### src/rtl/sg_table_walker.sv
module sg_table_walker #(
  parameter int CNT_W      = 24,
  parameter int PAGE_BYTES = 4096,
  parameter int DESC_BYTES = 8
) (
  input  logic             clk,
  input  logic             rst_n,
  input  logic             start,
  input  logic [31:0]      start_base,
  input  logic             start_to_mem,
  input  logic [CNT_W-1:0] start_count,
  output logic             busy,
  output logic             done,
  output logic             incomplete,
  output logic             mem_req_valid,
  input  logic             mem_req_ready,
  output logic             mem_req_data,
  output logic             mem_req_write,
  output logic [31:0]      mem_req_addr,
  output logic [16:0]      mem_req_len,
  input  logic             mem_rsp_valid,
  input  logic [31:0]      mem_rsp_data
);
  localparam int LEN_W = 17;
  localparam logic [LEN_W-1:0] MAX_REGION = LEN_W'(65536);
  localparam logic [LEN_W-1:0] WORD_LEN   = LEN_W'(4);
  localparam logic [31:0] PAGE_LIM  = 32'(PAGE_BYTES);
  localparam logic [31:0] DESC_STEP = 32'(DESC_BYTES);
  localparam logic [31:0] HI_OFS    = 32'(4);

  typedef enum logic [2:0] {
    S_IDLE, S_CHECK, S_DLO, S_WLO, S_DHI, S_WHI, S_DATA, S_WDATA
  } state_t;

  state_t           state;
  logic [31:0]      base, ptr, raddr, lo_word;
  logic [LEN_W-1:0] rlen;
  logic             last, dir;
  logic [CNT_W-1:0] rem;

  logic [LEN_W-1:0] chunk, size_len;
  logic             table_end;

  assign chunk     = (rem < CNT_W'(rlen)) ? rem[LEN_W-1:0] : rlen;
  assign size_len  = (mem_rsp_data[15:1] == '0) ? MAX_REGION
                                                : {1'b0, mem_rsp_data[15:1], 1'b0};
  assign table_end = last || ((ptr - base) >= PAGE_LIM);

  assign busy          = (state != S_IDLE);
  assign mem_req_valid = (state == S_DLO) || (state == S_DHI) || (state == S_DATA);
  assign mem_req_data  = (state == S_DATA);
  assign mem_req_write = (state == S_DATA) && dir;
  assign mem_req_len   = (state == S_DATA) ? chunk : WORD_LEN;

  always_comb begin
    case (state)
      S_DLO:   mem_req_addr = ptr;
      S_DHI:   mem_req_addr = ptr + HI_OFS;
      S_DATA:  mem_req_addr = raddr;
      default: mem_req_addr = '0;
    endcase
  end

  always_ff @(posedge clk) begin
    if (!rst_n) begin
      state      <= S_IDLE;
      base       <= '0;
      ptr        <= '0;
      raddr      <= '0;
      lo_word    <= '0;
      rlen       <= '0;
      last       <= 1'b0;
      dir        <= 1'b0;
      rem        <= '0;
      done       <= 1'b0;
      incomplete <= 1'b0;
    end else begin
      done       <= 1'b0;
      incomplete <= 1'b0;
      case (state)
        S_IDLE: if (start) begin
          base  <= {start_base[31:2], 2'b00};
          ptr   <= {start_base[31:2], 2'b00};
          raddr <= '0;
          rlen  <= '0;
          last  <= 1'b0;
          rem   <= start_count;
          dir   <= start_to_mem;
          state <= S_CHECK;
        end
        S_CHECK: begin
          if (rem == '0) begin
            done  <= 1'b1;
            state <= S_IDLE;
          end else if (rlen == '0) begin
            if (table_end) begin
              incomplete <= 1'b1;
              state      <= S_IDLE;
            end else begin
              state <= S_DLO;
            end
          end else begin
            state <= S_DATA;
          end
        end
        S_DLO: if (mem_req_ready) state <= S_WLO;
        S_WLO: if (mem_rsp_valid) begin
          lo_word <= mem_rsp_data;
          state   <= S_DHI;
        end
        S_DHI: if (mem_req_ready) state <= S_WHI;
        S_WHI: if (mem_rsp_valid) begin
          raddr <= lo_word;
          rlen  <= size_len;
          last  <= mem_rsp_data[31];
          ptr   <= ptr + DESC_STEP;
          state <= S_CHECK;
        end
        S_DATA: if (mem_req_ready) state <= S_WDATA;
        S_WDATA: if (mem_rsp_valid) begin
          raddr <= raddr + 32'(chunk);
          rlen  <= rlen - chunk;
          rem   <= rem - CNT_W'(chunk);
          state <= S_CHECK;
        end
        default: state <= S_IDLE;
      endcase
    end
  end

  p_one_outstanding_r11: assert property (@(posedge clk) disable iff (!rst_n)
    (mem_req_valid && mem_req_ready) |=> !mem_req_valid);

  p_hold_stable_r11: assert property (@(posedge clk) disable iff (!rst_n)
    (mem_req_valid && !mem_req_ready) |=>
      (mem_req_valid && $stable(mem_req_addr) && $stable(mem_req_len) && $stable(mem_req_data)));

  p_len_range_r4: assert property (@(posedge clk) disable iff (!rst_n)
    (mem_req_valid && mem_req_data) |-> (mem_req_len != '0 && mem_req_len <= MAX_REGION));

  p_desc_read_r3: assert property (@(posedge clk) disable iff (!rst_n)
    (mem_req_valid && !mem_req_data) |->
      (!mem_req_write && mem_req_len == WORD_LEN && mem_req_addr[1:0] == 2'b00));

  p_end_exclusive_r9: assert property (@(posedge clk) disable iff (!rst_n)
    !(done && incomplete));

  p_end_idle_r10: assert property (@(posedge clk) disable iff (!rst_n)
    (done || incomplete) |-> !busy);

  p_start_busy_r2: assert property (@(posedge clk) disable iff (!rst_n)
    (start && !busy) |=> busy);
endmodule

### config.mk
export PLATFORM = sky130hd
export DESIGN_NAME = sg_table_walker
export DESIGN_NICKNAME = d
export VERILOG_FILES = /design/src/rtl/sg_table_walker.sv
export SDC_FILE = /design/constraint.sdc
export NUM_CORES = 1
export LEC_CHECK = 0
export CORE_UTILIZATION = 35
export CTS_CLUSTER_SIZE = 24
export DETAILED_ROUTE_END_ITERATION = 8
export RECOVER_POWER = 25
export SKIP_CTS_REPAIR_TIMING = 1
export SYNTH_ARGS = -nofsm -noshare
export SYNTH_HDL_FRONTEND = slang
export SYNTH_SLANG_ARGS = --single-unit
### constraint.sdc
create_clock -name clk -period 5.2 [get_ports clk]
set_input_delay 1.04 -clock clk [delete_from_list [all_inputs] [get_ports clk]]
set_output_delay 1.04 -clock clk [all_outputs]
set_load 0.05 [all_outputs]
* Word level (Yosys, flattened, before mapping)
Index checks and enable logic that the tools add are counted.
** Storage, ports and cells
- Flip-flop bits (word level) :: 174
- Input bits :: 94
- Output and inout bits :: 55
- Logic and storage cells :: 91
** Operators by class
- Add/subtract/negate cells :: 6
- $lt $le $gt $ge :: 2
- Eq/ne operators :: 15
- Multiplexer cells :: 33
- Bitwise logic cells :: 3
- Reduce and logical (&&, ||, !) cells :: 21
** Operators by type and width (count)
- one-hot mux 32 bit (3 select lines) :: 2
- two-way mux 32 bit :: 5
- two-way mux 17 bit :: 6
- one-hot mux 32 bit (2 select lines) :: 1
- one-hot mux 17 bit (3 select lines) :: 1
- two-way mux 24 bit :: 2
- one-hot mux 24 bit (2 select lines) :: 1
- adder 32 x 17 -> 32 bit :: 1
- adder 32 x 3 -> 32 bit, second input constant :: 1
- adder 32 x 4 -> 32 bit, second input constant :: 1
- >= comparator 32 x 13 -> 1 bit, second input constant :: 1
- subtractor 32 bit :: 1
- zero test 24 bit :: 1
- less-than comparator 24 x 17 -> 1 bit :: 1
- two-way mux 3 bit :: 8
- subtractor 24 x 17 -> 24 bit :: 1
- one-hot mux 3 bit (7 select lines) :: 1
- zero test 17 bit :: 1
- subtractor 17 bit :: 1
- zero test 15 bit :: 1
- != test 2 bit, second input constant :: 7
- == test 3 bit, second input constant :: 4
- == test 3 x 2 -> 1 bit, second input constant :: 2
- AND reduction 2 bit :: 3
- 16 further kinds :: 26

* Logic depth before layout (Yosys ltp)
Gate-level depths: netlist (run 1).
- Word-level depth :: 7
- Mapped depth :: 24
- Gate-level depth less buffers :: 22

* Worst setup path after synthesis (run 1)
No wires, ideal clock.
- Path type :: reg-to-reg
- From :: register rlen[10]
- To :: register raddr[27]
- Arrival :: 5164 ps
- Setup slack :: -34 ps
- Cell stages (with the launch flop) :: 21
- Path buffers :: 3
- Clock period less this slack :: 5234 ps
- Cells stage by stage :: dfxtp_1 inv_1 ha_1 nand4_1 or4_1 o2111ai_1 clkbuf_1 buf_2 mux2i_1 inv_1 ha_1 a21o_1 a21oi_1 o211ai_1 nand2_1 o31ai_1 a2111oi_2 or2_1 clkbuf_1 mux2_1 a21oi_1
** On the way
- Longest elaborated chain between the ends :: 5
** RTL lines
- start: declaration :: RTL line 37 : logic [LEN_W-1:0] rlen;
- start signal: assignment :: RTL line 114 : rlen <= size_len;
- start signal: assignment :: RTL line 122 : rlen <= rlen - chunk;
- less-than comparator 24 x 17 -> 1 bit :: RTL line 44 : assign chunk = (rem < CNT_W'(rlen)) ? rem[LEN_W-1:0] : rlen;
- two-way mux 17 bit * :: RTL line 44
- adder 32 x 17 -> 32 bit * :: RTL line 121 : raddr <= raddr + 32'(chunk);
- two-way mux 32 bit * :: RTL line 120 : S_WDATA: if (mem_rsp_valid) begin
- one-hot mux 32 bit (3 select lines) * :: RTL line 80 : case (state)
- end signal: assignment :: RTL line 113 : raddr <= lo_word;
- end signal: assignment :: RTL line 121
- end: declaration :: RTL line 36 : logic [31:0] base, ptr, raddr, lo_word;
Every way passes the cells marked *; elsewhere a longest branch is shown, timed or not. The select of a mux whose other input is x is not followed.
A chain may end at the register's enable or synchronous reset.

* Worst setup path after layout (run 1)
- From :: register rlen[15]
- To :: register raddr[31]
The elaborated chain is that of the path after synthesis.

==> results.md, run 1 <==
- Outcome: complete, but fails checks
- Failing checks: capacitance limit, slew limit
- Post-layout util: 0.431
- Post-synth EDFFs: 0
- Clock buffer depth: 2
- CP max FO: 20
- Post-Place Setup Slack: between 100 and 150 ps
- Rows: between 70 and 80
- Met1 WL: approximately 23 mm
- Slew headroom: -0.839
- Pwr Density: 719 mW/mm^2
- Share of flip-flops with an asynchronous set or reset: 0
- Post-DRT Antenna Nets: 0
- CTS Root Cell: clkbuf_16
- Routed met3 length: 2.43 mm
- Clock Sinks: 172
- Final Net Count: approximately 2200
- Hold Fails Final Rpt: 0
- Synth area leaders: dfxtp_1, ha_1, nand2_1
- IO Port Bufs: approximately 150
- Initial core utilization: 0.358
- Maxcap violations: 1
- Post-route cell area: 0.0164 mm^2
- Post-route setup TNS: 0 ps
- Layout cell share with drive strength beyond 1: 0.0639
- Slowest-stage cell, CP: or4_1
- Pin count of the biggest net entering global routing: 68
- Post-Synthesis Cells: 1908
- RSZ-0062 raised after global routing: no
- Die footprint: 0.0396 mm^2
- Clock transition at the registers of the reported paths: around 70 ps
- Num CTS Buffers: 17
- Net Count, Synth: ~2100
- Placed cell area: 0.0158 mm^2
- Top delay family on crit path: compound AO/OA/AOI/OAI gates
- Register area: 0.00344 mm^2
- # IOs: 149
- Yosys cell types: 84
- Die Width: around 200 um
- Core area: 0.0379 mm^2
- DRT iter0 DRCs: 1197
- Vias per Instance: 5.75
- Buf/Inv on CP: 4
- Hold Path Class: flip-flop to flip-flop
- First-pass GRT wire length: 75.8 mm
- Vias in the first global route: 13600
- Seq/Total Area, Yosys: 0.253
- DRC viols: 0
- Gpl congestion: 0.913
- Worst-Margin Slew: 2740 ps
- Layout area overhead: 20.3%
- Clk Latency, worst-skew pair: 450 ps
- Worst EP required: 5570 ps
- Startpoint Class: flip-flop
- Fin crit share: 0.960
- Post-DP HPWL: 37.0 mm
- Global route overflow: 0
- P_leak: 6.35 nW
- Final setup margin: 210 ps
- Crit Path Class: flip-flop to flip-flop
- Met2 WL: about 22 mm
- DRT Pass-1 Iters: 5
- Filler Cells Inserted: around 4000
- Area of the multi-input gates: between 0.009 and 0.01 mm^2
- Highest clock rate: 200 MHz
- Max-slew violation total from the final report: 68
- Critical Path Max Stage Delay: approximately 530 ps
- Total track usage: 0.245
- Top cell type's share of synthesized area: 0.253
- Vias after detailed routing: 14600
- Final-report setup violation count: 0
- Cell Area, Synth: ~0.014 mm^2
- Worst EP arrival: 5360 ps
- Area leader, netlist: dfxtp_1
- Drt total wl: 48.3 mm
- DIE HEIGHT: 199 um
- Syn. warnings: 0
- DR top layer: met4
- Wire per inst: 19.1 um
- CTS H-tree lvls: 4
- Crit. End Element: flip-flop
- TritonCTS clock tree: yes
- Initial antenna violation count: 1
- Clk_skew: 9.34 ps
- FF+latch count, synth: 172
- Tmin final: 4990 ps
- Ys flop type: dfxtp_1
- Critical path, cell by cell: inv_1 -> ha_1 -> nand4_1 -> or4_1 -> o2111ai_2 -> buf_12 -> mux2i_1 -> inv_1 -> ha_1 -> a21oi_1 -> o211ai_1 -> nand2_1 -> o31ai_1 -> a2111oi_2 -> buf_4 -> nor3_1 -> mux2_1 -> a41oi_1
- Avg Cell Area, Syn: between 7 and 8 um^2
- Peak VDD IR: around 300 uV
-- worst min-delay path: stages, from the launching register on --
cell and delay [ps]:
dfxtp_1 310, nand2_1 50, a21oi_1 50
-- path summary, 6_finish.rpt --
check / depth (start not counted) / startpoint / slack, ps / to
hold / removal: 2 / base[15] / 450 / base[15]
setup reg to reg: 18 / rlen[15] / 210 / raddr[31]
setup / recovery: 18 / rlen[15] / 210 / raddr[31]
hold reg to reg: 2 / base[15] / 450 / base[15]
-- power breakdown --
part,switching (mW),leakage [nW],internal (mW)
clock network,0.560,0.270,0.728
registers,0.487,1.41,1.69
logic,5.06,4.68,3.23
total,6.11,6.35,5.65
-- through the flow --
| stage | total power, mW | hold slack [ps] | std cells |
|---|---|---|---|
| CTS | 11.7 | 455 | 2531 |
| floorplan | 8.12 | 432 | 1908 |
| detailed placement | 10.4 | 446 | 2500 |
| global route | 12.7 | 470 | 2531 |
| finish | 11.8 | 452 | 2532 |
| global placement | 10.3 | 442 | 2500 |
-- sequential cells by signal, indices dropped and copies added, names as in the netlist --
signal      cells
base           30
last            1
ptr            30
dir             1
incomplete      1
done            1
lo_word        32
state           3
rlen           17
raddr          32
rem            24
-- Yosys cell counts, types with 7 or more instances --
master and number:
a311oi_1 11, or3_1 12, buf_1 7, ha_1 97, o21ai_1 40, xnor2_1 33
a211oi_1 35, o22ai_1 10, a22oi_1 23, dfxtp_1 172, nand2b_1 16, a221oi_1 27
a31oi_1 18, nand3_1 54, o21ai_0 82, clkbuf_1 98, buf_2 12, or4_1 8
nand4_1 23, and3_1 26, nor2_1 160, nand2_1 285, xor2_1 10, nor3_1 56
nor2b_1 12, mux2i_1 25, o2111ai_1 7, a21oi_1 210, o41ai_1 11, o31ai_1 14
o311ai_1 10, o211ai_1 9, a21o_1 38, o21a_1 17, inv_1 98, nor4_1 24
and2_1 17
-- logic make-up (layout without fill, tap and decap cells) --
family          Yosys count  in the layout  synth area share
compound gates          622            622             0.295
xor+xnor                 43             43            0.0277
fa+ha+maj               101            101            0.0952
buf+inv                 216            328            0.0607
flops                   172            172             0.253
mux                      30             30            0.0228
other cells               0              1                 0
simple gates            724            724             0.246
-- cell usage in the layout (no fill, tap or decap), drive strengths merged, types with 7 or more instances in the layout --
| master | n |
|---|---|
| a211oi | 36 |
| a21o | 38 |
| a21oi | 210 |
| a221oi | 27 |
| a22oi | 23 |
| a311oi | 11 |
| a31oi | 18 |
| and2 | 18 |
| and3 | 26 |
| buf | 71 |
| clkbuf | 27 |
| clkdlybuf4s50 | 122 |
| dfxtp | 172 |
| ha | 97 |
| inv | 98 |
| mux2i | 25 |
| nand2 | 286 |
| nand2b | 16 |
| nand3 | 54 |
| nand4 | 23 |
| nor2 | 160 |
| nor2b | 12 |
| nor3 | 56 |
| nor4 | 25 |
| o2111ai | 7 |
| o211ai | 10 |
| o21a | 17 |
| o21ai | 122 |
| o22ai | 10 |
| o311ai | 14 |
| o31ai | 15 |
| o41ai | 11 |
| or2 | 9 |
| or3 | 12 |
| or4 | 9 |
| xnor2 | 33 |
| xor2 | 10 |
-- final cells by class --
class / instances / area share
inverters: 99 / 0.0228
well taps: 511 / 0.0391
clock inverters: 7 / 0.00551
diodes: 1 / 0.000153
repair buffers: 198 / 0.119
flip-flops and latches: 172 / 0.211
multi-input cells: 1520 / 0.574
clock buffers: 24 / 0.0288
-- routing by layer --
layer | vias up | GRT usage
li1 | 7185 | -
met1 | 6859 | 0.328
met2 | 458 | 0.404
met3 | 66 | 0.0270
met4 | 0 | 0.0880
met5 | - | 0
Note: power is estimated with default switching activity, not from simulation.
==> run 2: changes to the inputs <==
--- a/config.mk
+++ b/config.mk
@@ -5,10 +5,14 @@
 export SDC_FILE = /design/constraint.sdc
 export NUM_CORES = 1
 export LEC_CHECK = 0
-export CORE_UTILIZATION = 35
+export CELL_PAD_IN_SITES_DETAIL_PLACEMENT = 1
+export CELL_PAD_IN_SITES_GLOBAL_PLACEMENT = 2
+export CORE_UTILIZATION = 30
 export CTS_CLUSTER_SIZE = 24
 export DETAILED_ROUTE_END_ITERATION = 8
+export PLACE_DENSITY_LB_ADDON = 0.1
 export RECOVER_POWER = 25
+export SETUP_SLACK_MARGIN = 0.1
 export SKIP_CTS_REPAIR_TIMING = 1
 export SYNTH_ARGS = -nofsm -noshare
 export SYNTH_HDL_FRONTEND = slang
==> run 2 against run 1 <==
Setup slack better by 95 ps. First-iteration DRC count down 38%. The run still ends with capacitance limit, slew limit left. Clock power increased by 7%.
==> results.md, run 2 (synthesis results as in run 1) <==
- TritonCTS clock tree: yes
- Initial antenna violation count: 0 (-1)
- Dpl cells: 2599 (+4.0%)
- CP max FO: 14 (-30%)
- Peak VDD IR: 280 uV (-8.5%)
- Layout area overhead: 23.6%
- Post-DP HPWL: 42.9 mm (+16%)
- Worst EP arrival: 3860 ps (-1500 ps)
- DRT iter0 DRCs: 741 (-38%)
- Clk Latency, worst-skew pair: 470 ps (+20 ps)
- Crit. End Element: primary output
- First-pass GRT wire length: 87.5 mm (+15%)
- Clock Sinks: 172 (unchanged)
- Pin count of the biggest net entering global routing: 67 (-1.5%)
- Failing checks: capacitance limit, slew limit
- Hold Path Class: flip-flop to flip-flop
- Worst EP required: 4160 ps (-1410 ps)
- Post-DRT Antenna Nets: 0 (unchanged)
- Num CTS Buffers: 17 (unchanged)
- Crit Path Class: flip-flop to primary output
- Tmin final: 4900 ps (-94.8 ps)
- HP Start: base[23]
- Total power: 12.3 mW (+4.8%)
- IO Port Bufs: 146 (unchanged)
- Slew headroom: -0.624 (+0.215)
- Met2 WL: 28.0 mm (+26%)
- Post-route cell area: 0.0168 mm^2 (+2.8%)
- Commonest cells after routing, fill and taps aside: nand2_1, a21oi_1, dfxtp_1
- Largest registers: lo_word: 32 flops, raddr: 32 flops
- Clk_skew: 12.8 ps (+3.44 ps)
- Max-slew violation total from the final report: 60 (-12%)
- Maxcap violations: 2 (+1)
- Final-report setup violation count: 0 (unchanged)
- Hold Fails Final Rpt: 0 (unchanged)
- RSZ-0062 raised after global routing: no
- Filler Cells Inserted: 5438 (+37%)
- Vias after detailed routing: 14700 (+0.91%)
- Startpoint Class: flip-flop
- R2r endpoint: raddr[27]
- Worst hold path depth: 2 (unchanged)
- RR Startpoint: rlen[14]
- Rows: 77 (+8.5%)
- Placed cell area: 0.0161 mm^2 (+2.1%)
- Worst-Margin Slew: 2430 ps (-316 ps)
- DRT Pass-1 Iters: 5 (unchanged)
- Most common cell after layout, fill and taps aside: nand2_1
- Wire per inst: 21.2 um (+11%)
- Outcome: complete, but fails checks
- Die footprint: 0.0462 mm^2 (+16%)
- Final Net Count: 2224 (+0.95%)
- Die Width: 215 um (+7.9%)
- DR top layer: met4
- Highest clock rate: 204 MHz (+1.9%)
- FF-to-FF path depth: 19 (+1)
- Initial core utilization: 0.306 (-0.0523)
- P_leak: 6.52 nW (+2.6%)
- Global route overflow: 0 (unchanged)
- Fin crit share: 0.941 (-0.0182)
- Drt total wl: 55.8 mm (+16%)
- Total track usage: 0.241 (-0.00403)
- R2R Setup Slk: 330 ps (+120 ps)
- DRC viols: 0 (unchanged)
- # IOs: 149 (unchanged)
- DIE HEIGHT: 215 um (+7.9%)
- Vias in the first global route: 15300 (+13%)
- Diode count: 0 (-1)
- Routed met3 length: 1.13 mm (-53%)
- Gpl congestion: 0.844 (-7.5%)
- Post-route setup TNS: 0 ps (unchanged)
- Clock buffer depth: 2 (unchanged)
- Met1 WL: 25.5 mm (+13%)
- Pwr Density: 733 mW/mm^2 (+1.9%)
- Layout cell share with drive strength beyond 1: 0.0799 (+0.0160)
- Vias per Instance: 5.58 (-3.0%)
- Clock transition at the registers of the reported paths: 70 ps (about the same)
- Min-Delay Endpoint: base[23]
- CTS H-tree lvls: 4 (unchanged)
- CP startpoint: rlen[14]
- Fin cells: 2633 (+4.0%)
- CTS Root Cell: clkbuf_16
- Core area: 0.0444 mm^2 (+17%)
-- run 2: cell types whose count changed in the layout (fill, tap and decap cells not counted), sizes merged, moves of 2 or more --
cell and change:
clkinv +2, inv +3, buf +22, clkdlybuf4s50 -4, clkbuf -5
-- run 2: area by class of cell --
cell class                      instances  area [um^2]  share of cell area
Tap cell                              592          741              0.0441
Timing Repair Buffer                  219         2200               0.131
Sequential cell                       172         3440               0.205
Clock inverter                         13          166             0.00990
Multi-Input combinational cell       1520         9450               0.562
Inverter                               99          374              0.0223
Clock buffer                           18          439              0.0261
-- run 2: critical path, cell delays in order, from the launching register on --
cell	delay [ps]
dfxtp_1	410
inv_1	110
ha_1	310
nand4_1	130
or4_1	520
o2111ai_2	230
buf_12	200
buf_4	190
mux2i_1	330
buf_4	190
nor2_1	50
clkdlybuf4s50_1	700
-- run 2: through the flow --
stage / setup slack [ps] / utilization / hold slack [ps]
global placement: 157 / 0.363 / 442
detailed placement: 82.9 / 0.363 / 447
CTS: 63.3 / 0.377 / 456
floorplan: 248 / - / 432
finish: 305 / 0.379 / 454
global route: 95.9 / 0.379 / 475
-- run 2: power by group --
part	switching, mW	total [mW]	internal (mW)
clock network	0.616	1.38	0.768
logic	5.40	8.81	3.41
registers	0.443	2.13	1.69
total	6.46	12.3	5.86
-- run 2: how the worst max path moves through the flow --
| stage | end | slack [ps] |
|---|---|---|
| 6_report | mem_req_len[13] | 300 |
| 4_1_cts | raddr[20] | 60 |
| 2_1_floorplan | raddr[27] | 250 |
| 3_3_place_gp | raddr[27] | 160 |
| 3_5_place_dp | raddr[20] | 80 |
| 5_1_grt | rem[22] | 100 |
-- run 2: layer usage --
layer | up-vias | GRT usage
met5 | - | 0
met4 | 0 | 0.0748
met3 | 60 | 0.0211
met2 | 203 | 0.435
met1 | 7252 | 0.300
li1 | 7186 | -
